File: src/rtl/debounce_pkg.sv
package debounce_pkg;

  // Next accepted level: take the input when the window expires, else hold.
  function automatic logic next_level(input logic in_b, input logic done_b, input logic cur_b);
    return (in_b & done_b) | (cur_b & ~done_b);
  endfunction

  // Timer clear request: input agrees with the accepted level.
  function automatic logic match_clear(input logic in_b, input logic cur_b);
    return (~in_b & ~cur_b) | (in_b & cur_b);
  endfunction

endpackage

File: src/rtl/db_sync.sv
module db_sync #(
  parameter int STAGES = 2
) (
  input  logic clk_i,
  input  logic rst_i,
  input  logic d_i,
  output logic q_o
);

  generate
    if (STAGES == 0) begin : g_bypass
      assign q_o = d_i;
    end else begin : g_chain
      logic [STAGES-1:0] sr_q;
      always_ff @(posedge clk_i) begin
        if (rst_i) begin
          sr_q <= '0;
        end else begin
          sr_q[0] <= d_i;
          for (int i = 1; i < STAGES; i++) begin
            sr_q[i] <= sr_q[i-1];
          end
        end
      end
      assign q_o = sr_q[STAGES-1];
    end
  endgenerate

endmodule

File: src/rtl/db_timer.sv
module db_timer #(
  parameter int CNT_W = 18
) (
  input  logic             clk_i,
  input  logic             rst_i,
  input  logic             clr_i,
  output logic             done_o,
  output logic [CNT_W-1:0] cnt_o
);

  // Increment, then force to zero by masking with the inverted clear.
  function automatic logic [CNT_W-1:0] step(input logic [CNT_W-1:0] c, input logic clr);
    logic [CNT_W-1:0] inc;
    inc = c + {{(CNT_W-1){1'b0}}, 1'b1};
    return inc & {CNT_W{~clr}};
  endfunction

  logic [CNT_W-1:0] cnt_q;

  always_ff @(posedge clk_i) begin
    if (rst_i) cnt_q <= '0;
    else       cnt_q <= step(cnt_q, clr_i);
  end

  assign done_o = &cnt_q;
  assign cnt_o  = cnt_q;

endmodule

File: src/rtl/db_fsm.sv
module db_fsm
  import debounce_pkg::*;
(
  input  logic clk_i,
  input  logic rst_i,
  input  logic in_i,
  input  logic done_i,
  output logic state_o,
  output logic clr_o
);

  logic cur_q;

  always_ff @(posedge clk_i) begin
    if (rst_i) cur_q <= 1'b0;
    else       cur_q <= next_level(in_i, done_i, cur_q);
  end

  assign clr_o   = match_clear(in_i, cur_q);
  assign state_o = cur_q;

endmodule

File: src/rtl/switch_debouncer.sv
module switch_debouncer #(
  parameter int CNT_W       = 18,
  parameter int SYNC_STAGES = 2
) (
  input  logic clk_i,
  input  logic rst_i,
  input  logic raw_i,
  output logic level_o
);

  // Named internal events, brought out for the checker.
  logic             sync_in;
  logic             tmr_clr;
  logic             tmr_done;
  logic [CNT_W-1:0] tmr_cnt;

  db_sync #(.STAGES(SYNC_STAGES)) i_sync (
    .clk_i (clk_i),
    .rst_i (rst_i),
    .d_i   (raw_i),
    .q_o   (sync_in)
  );

  db_timer #(.CNT_W(CNT_W)) i_timer (
    .clk_i  (clk_i),
    .rst_i  (rst_i),
    .clr_i  (tmr_clr),
    .done_o (tmr_done),
    .cnt_o  (tmr_cnt)
  );

  db_fsm i_fsm (
    .clk_i   (clk_i),
    .rst_i   (rst_i),
    .in_i    (sync_in),
    .done_i  (tmr_done),
    .state_o (level_o),
    .clr_o   (tmr_clr)
  );

endmodule

File: config.mk
export PLATFORM = sky130hd
export DESIGN_NAME = switch_debouncer
export DESIGN_NICKNAME = d
export VERILOG_FILES = /design/src/rtl/debounce_pkg.sv /design/src/rtl/db_sync.sv /design/src/rtl/db_timer.sv /design/src/rtl/db_fsm.sv /design/src/rtl/switch_debouncer.sv
export SDC_FILE = /design/constraint.sdc
export NUM_CORES = 1
export LEC_CHECK = 0
export BUFFER_PORTS_ARGS = -buffer_cell sky130_fd_sc_hd__buf_2
export CAP_MARGIN = 20
export CORE_UTILIZATION = 51
export DETAILED_ROUTE_END_ITERATION = 12
export PLACE_DENSITY = 0.74
export SYNTH_ARGS = -nofsm -noshare
export SYNTH_HDL_FRONTEND = slang
export SYNTH_HIERARCHICAL = 1
export SYNTH_SLANG_ARGS = --single-unit
File: constraint.sdc
create_clock -name clk_i -period 1.9 [get_ports clk_i]
set_input_delay 0.285 -clock clk_i [delete_from_list [all_inputs] [get_ports clk_i]]
set_output_delay 0.285 -clock clk_i [all_outputs]
set_load 0.005 [all_outputs]
==> flow_metrics.tcl, run 1 <==
set metrics [dict create \
    final_cell_mix "dfxtp_1, nor2_1, nand2_1" \
    clkTransAtPathRegs_ns 0.12 \
    grt_use_met3_pct 2.50 \
    syn_nets 101 \
    initial_core_util_pct 56.7 \
    power_leakage_nw 0.322 \
    finClkSkew_ns 0.00405 \
    max_freq_mhz 584 \
    use_met1_pct 20.3 \
    grt-ovfl-total 0 \
    antennaDiodeCount 0 \
    switching_share_pct 21.1 \
    synth_area_leaders "dfxtp_1, nor2_1, xnor2_1" \
    wire_per_inst_microns 12.0 \
    dieArea_sq_um 1930 \
    grt_pass1_wl_microns 2210 \
    yosys.area.top_type "dfxtp_1" \
    synth_cells 97 \
    io_pins 4 \
    vias_per_cell 5.70 \
    synth_cell_types 27 \
    slew_violations 0 \
    yosys_warnings 6 \
    power.switching_mw 0.140 \
    final_common_cell "dfxtp_1" \
    critical_path_required_ns 2.11 \
    critPathLaunchType "register" \
    synth-seq-area-share_pct 47.0 \
    dr.first_iter.drc_count 15 \
    htreeDepth 1 \
    vias 678 \
    clockPowerShare_pct 31.7 \
    postCtsHoldBufs 0 \
    grt_max_degree 18 \
    gr-usage-met2_pct 24.5 \
    grt_use_total_pct 15.1 \
    setup_viol 0 \
    ys_ff_latch 21 \
    syn_to_final_growth_pct 6.15 \
    clock-sinks 21 \
    status "finished, final reports clean" \
    relSlewSlack_pct 77.1 \
    drtAntennaViolNets 0 \
    setup_tns_ns 0 \
    cts_resized 0 \
    grt_antenna_before_repair 0 \
    cts_buffers 3 \
    holdWs_ns 0.186 \
    dr.pass1.iters 4 \
    clock_path_buffers 2 \
    maxCapViolations 0 \
    power_mw 0.665 \
    post_cts_buffers 0 \
    route.detailed.drc 0 \
    period_share_pct 90.2 \
    nets 108 \
    dieWidth_microns 43.9 \
    clk_latency_ns 0.30 \
    routabilityCongestion 0.748 \
    hold_class "in2reg" \
    clk_root_buffer_cell "clkbuf_4" \
    layout-drive-gt1-share_pct 15.5 \
    setup.worst_path.end_class "register" \
    synth_top_area_share_pct 47.0 \
    rsz0062_at_grt "no" \
    core_sq_um 1580 \
    power_frac_comb_pct 1.5 \
    cts_tree "built" \
    vdd_ir_drop_max_mv 0.382 \
    synth_area_sq_um 895 \
    min_period_ns 1.71 \
    avgSynthCellArea_sq_um 9.22 \
    hold_viol 0 \
    rows 14 \
    drt-total-wl_microns 1420 \
    dp_hpwl_microns 1010 \
    p_seq_share_pct 66.8 \
    crit_fanout 7 \
    grt_pass1_vias 559 \
    p_int_mw 0.525 \
    port_buffers 3 \
    die_y_microns 43.9 \
    worst_pin_slew_ns 0.341 \
    grt_busiest_layer "met2" \
    worstSetupPathType "reg2reg" \
    arrival_ns 1.92 \
    powerDensity_nw_per_um2 701 \
]
[synth_stat cells]
| library cell | n |
|---|---|
| nand2_1 | 7 |
| xnor2_1 | 6 |
| and3_1 | 1 |
| ha_1 | 1 |
| clkbuf_1 | 1 |
| dfxtp_1 | 21 |
| nor2_1 | 15 |
| and4_2 | 1 |
| nor3_1 | 1 |
| a21oi_1 | 6 |
| and4_1 | 2 |
| or3_2 | 2 |
| a31o_2 | 2 |
| or2_2 | 1 |
| mux2i_1 | 1 |
| or3_4 | 1 |
| inv_1 | 2 |
| nand4_4 | 1 |
| nand4_1 | 3 |
| xor2_1 | 5 |
| nor4_1 | 3 |
| and2_1 | 1 |
| or3_1 | 3 |
| o21ai_0 | 4 |
| nor2b_1 | 2 |
| buf_6 | 1 |
| nand3_1 | 3 |
[cell type report]
class	instances	area (sq um)
clock buffers	3	22.5
clock inverters	1	5.00
fillers	131	627
inverters	2	7.51
multi-input cells	72	452
flip-flops and latches	21	420
well taps	16	20.0
repair buffers	4	22.5
[per-layer routing]
metal / up-vias / part of all wire, %
met3: 2 / 2.0
li1: 355 / -
met1: 316 / 51
met2: 5 / 46
met5: - / 0
met4: 0 / 0.63
[power by group through the flow]
stage	Combinational, mW	Sequential (mW)	Clock, mW
after floorplan	0.00708	0.454	0
after global placement	0.00984	0.454	0
after detailed placement	0.0101	0.454	0
after CTS	0.0101	0.444	0.220
after global routing	0.0111	0.445	0.235
final	0.00998	0.444	0.211
[metrics by stage]
stage                     area [sq um]  cells  setup WS [ns]  utilization (%)
after CTS                          950    119          0.173             60.2
final                              950    119          0.186             60.2
after global placement             922    115          0.313             58.5
after detailed placement           922    115          0.197             58.5
after floorplan                    895     97          0.110                -
after global routing               950    119         0.0579             60.2
[registers in the layout, indices dropped and copies added, names as in the netlist, named ones only]
name	count
i_sync/g_chain.sr_q	2
i_timer/cnt_o	18
[kinds of logic after synthesis]
group	synth area share [%]
mux	1.12
flops	47.0
simple gates	29.7
fa+ha+maj	1.40
compound gates	7.55
xor+xnor	10.8
buf+inv	2.52
[worst paths after layout]
| kind | depth (start not counted) | start | end | slack [ns] |
|---|---|---|---|---|
| worst max-delay path | 6 | i_timer/cnt_o[0] | register | 0.19 |
| worst min-delay path | 2 | rst_i | i_sync/g_chain.sr_q[0] | 0.19 |
| worst max register to register | 6 | i_timer/cnt_o[0] | register | 0.19 |
| worst min register to register | 1 | i_sync/g_chain.sr_q[0] | i_sync/g_chain.sr_q[1] | 0.46 |
[worst max-delay path: stages (launching register included)]
cell,delay [ns]
dfxtp_1,0.41
ha_1,0.20
nand3_1,0.21
nor3_1,0.30
and4_1,0.26
mux2i_1,0.18
nor2_1,0.05
Power figures use the tool's default switching activity.
==> run 2, diff against run 1 <==
--- a/config.mk
+++ b/config.mk
@@ -7,6 +7,7 @@
 export LEC_CHECK = 0
 export BUFFER_PORTS_ARGS = -buffer_cell sky130_fd_sc_hd__buf_2
 export CAP_MARGIN = 20
+export CORE_MARGIN = 2
 export CORE_UTILIZATION = 51
 export DETAILED_ROUTE_END_ITERATION = 12
 export PLACE_DENSITY = 0.74
==> constraint.sdc (replaced) <==
create_clock -name clk_i -period 1.9 [get_ports clk_i]
set_input_delay 0.19 -clock clk_i [delete_from_list [all_inputs] [get_ports clk_i]]
set_output_delay 0.19 -clock clk_i [all_outputs]
set_load 0.005 [all_outputs]
==> run 2 against run 1 <==
Compared with the run above:
- design area rose by 0.13%
- core utilization fell by 3.9 points
- first-iteration DRC count down 53%
- worst hold slack lost 0.098 ns
- die area rose by 9.3%
- global-route usage grew 1.8 points
- critical path type unchanged
- largest power group unchanged
==> flow_metrics.tcl, run 2 (synthesized netlist as in run 1, its figures left out) <==
set metrics [dict create \
    wire_per_inst_microns 12.3 \
    wl_met3_microns 60 \
    io_pins 4 \
    grt-ovfl-total 0 \
    layout-drive-gt1-share_pct 15.5 \
    clk_latency_ns 0.31 \
    grt_antenna_before_repair 0 \
    drt-total-wl_microns 1470 \
    initial_core_util_pct 53.0 \
    min_period_ns 1.64 \
    met1_length_microns 679 \
    crit_fanout 7 \
    final_util_pct 56.3 \
    die_y_microns 45.9 \
    post_cts_buffers 0 \
    core_sq_um 1690 \
    worstRegToRegCells 6 \
    cts_tree "built" \
    arrival_ns 1.86 \
    finClkSkew_ns 0.0167 \
    slew_violations 0 \
    wl_met2_microns 720 \
    ff2ff_setup_slack_ns 0.26 \
    routed.top_layer "met4" \
    clk_root_buffer_cell "clkbuf_4" \
    hold_viol 0 \
    routabilityCongestion 0.747 \
    dieArea_sq_um 2100 \
    dp_hpwl_microns 1040 \
    route.detailed.drc 0 \
    setup.worst_path.end_class "register" \
    port_buffers 3 \
    power_leakage_nw 0.322 \
    dr.first_iter.drc_count 7 \
    nets 108 \
    setup_viol 0 \
    max_freq_mhz 611 \
    dr.pass1.iters 5 \
    fillers 164 \
    relSlewSlack_pct 77.0 \
    clkTransAtPathRegs_ns 0.12 \
    worstSetupPathType "reg2reg" \
    htreeDepth 1 \
    postCtsHoldBufs 0 \
    worst_pin_slew_ns 0.342 \
    maxCapViolations 0 \
    dieWidth_microns 45.9 \
    antennaDiodeCount 0 \
    syn_to_final_growth_pct 6.29 \
    hold_start "rst_i" \
    power_mw 0.664 \
    clock_path_buffers 2 \
    critical_path_required_ns 2.12 \
    vias 681 \
    vias_per_cell 5.68 \
    grt_pass1_wl_microns 2520 \
    grt_pass1_vias 607 \
    grt_max_degree 18 \
    cts_buffers 3 \
    hold_class "in2reg" \
    setup_tns_ns 0 \
    cts_resized 0 \
    final_cell_mix "dfxtp_1, nor2_1, nand2_1" \
    drtAntennaViolNets 0 \
    clock-sinks 21 \
    powerDensity_nw_per_um2 698 \
    r2r-start "i_timer/cnt_o[0]" \
    final_common_cell "dfxtp_1" \
    period_share_pct 86.1 \
    grt_use_total_pct 16.9 \
    status "finished, final reports clean" \
    rows 15 \
    critPathLaunchType "register" \
    critPathLaunch "i_timer/cnt_o[0]" \
    vdd_ir_drop_max_mv 0.537 \
    rsz0062_at_grt "no" \
    largest_reg_flops 18 \
]
==> run 2: cell counts in the layout (fill, tap and decap cells not counted) <==
Identical to the previous run, type by type.
==> run 2: per-layer routing <==
metal	track usage, %	vias to the layer above
li1	-	352
met1	19.9	314
met2	27.5	13
met3	7.14	2
met4	5.14	0
met5	0	-
==> run 2: critical path: stages (launching register included) <==
cell,delay (ns)
dfxtp_1,0.41
ha_1,0.21
nand3_1,0.21
nor3_1,0.27
and4_1,0.24
mux2i_1,0.18
nor2_1,0.05
==> run 2: how the worst min path moves through the flow <==
| stage | end | slack, ns | cells past startpoint |
|---|---|---|---|
| final | register | 0.09 | 2 |
| after global routing | register | 0.1 | 2 |
| after CTS | register | 0.08 | 2 |
| after detailed placement | i_sync/g_chain.sr_q[0] | 0.42 | 2 |
| after global placement | i_sync/g_chain.sr_q[0] | 0.40 | 2 |
| after floorplan | i_sync/g_chain.sr_q[0] | 0.26 | 1 |
==> run 2: area by class of cell <==
type / count / area [sq um] / share of cell area [%]
Inverter: 2 / 7.51 / 0.789
Multi-Input combinational cell: 72 / 452 / 47.5
Clock inverter: 1 / 5.00 / 0.526
Clock buffer: 3 / 22.5 / 2.37
Timing Repair Buffer: 4 / 22.5 / 2.37
Tap cell: 17 / 21.3 / 2.24
Sequential cell: 21 / 420 / 44.2
==> run 2: metrics by stage <==
step                      area, sq um  cells  hold WS [ns]  worst slack [ns]
after floorplan                   895     97         0.262             0.110
after global placement            923    116         0.405             0.314
after detailed placement          923    116         0.421             0.251
after CTS                         951    120        0.0844             0.231
after global routing              951    120        0.0963            0.0627
final                             951    120        0.0874             0.264
==> run 2: power by group <==
| part | switching, mW | internal (mW) | leakage [nW] |
|---|---|---|---|
| Combinational | 0.00599 | 0.00407 | 0.135 |
| Clock | 0.131 | 0.0785 | 0.0177 |
| Sequential | 0.00143 | 0.443 | 0.170 |
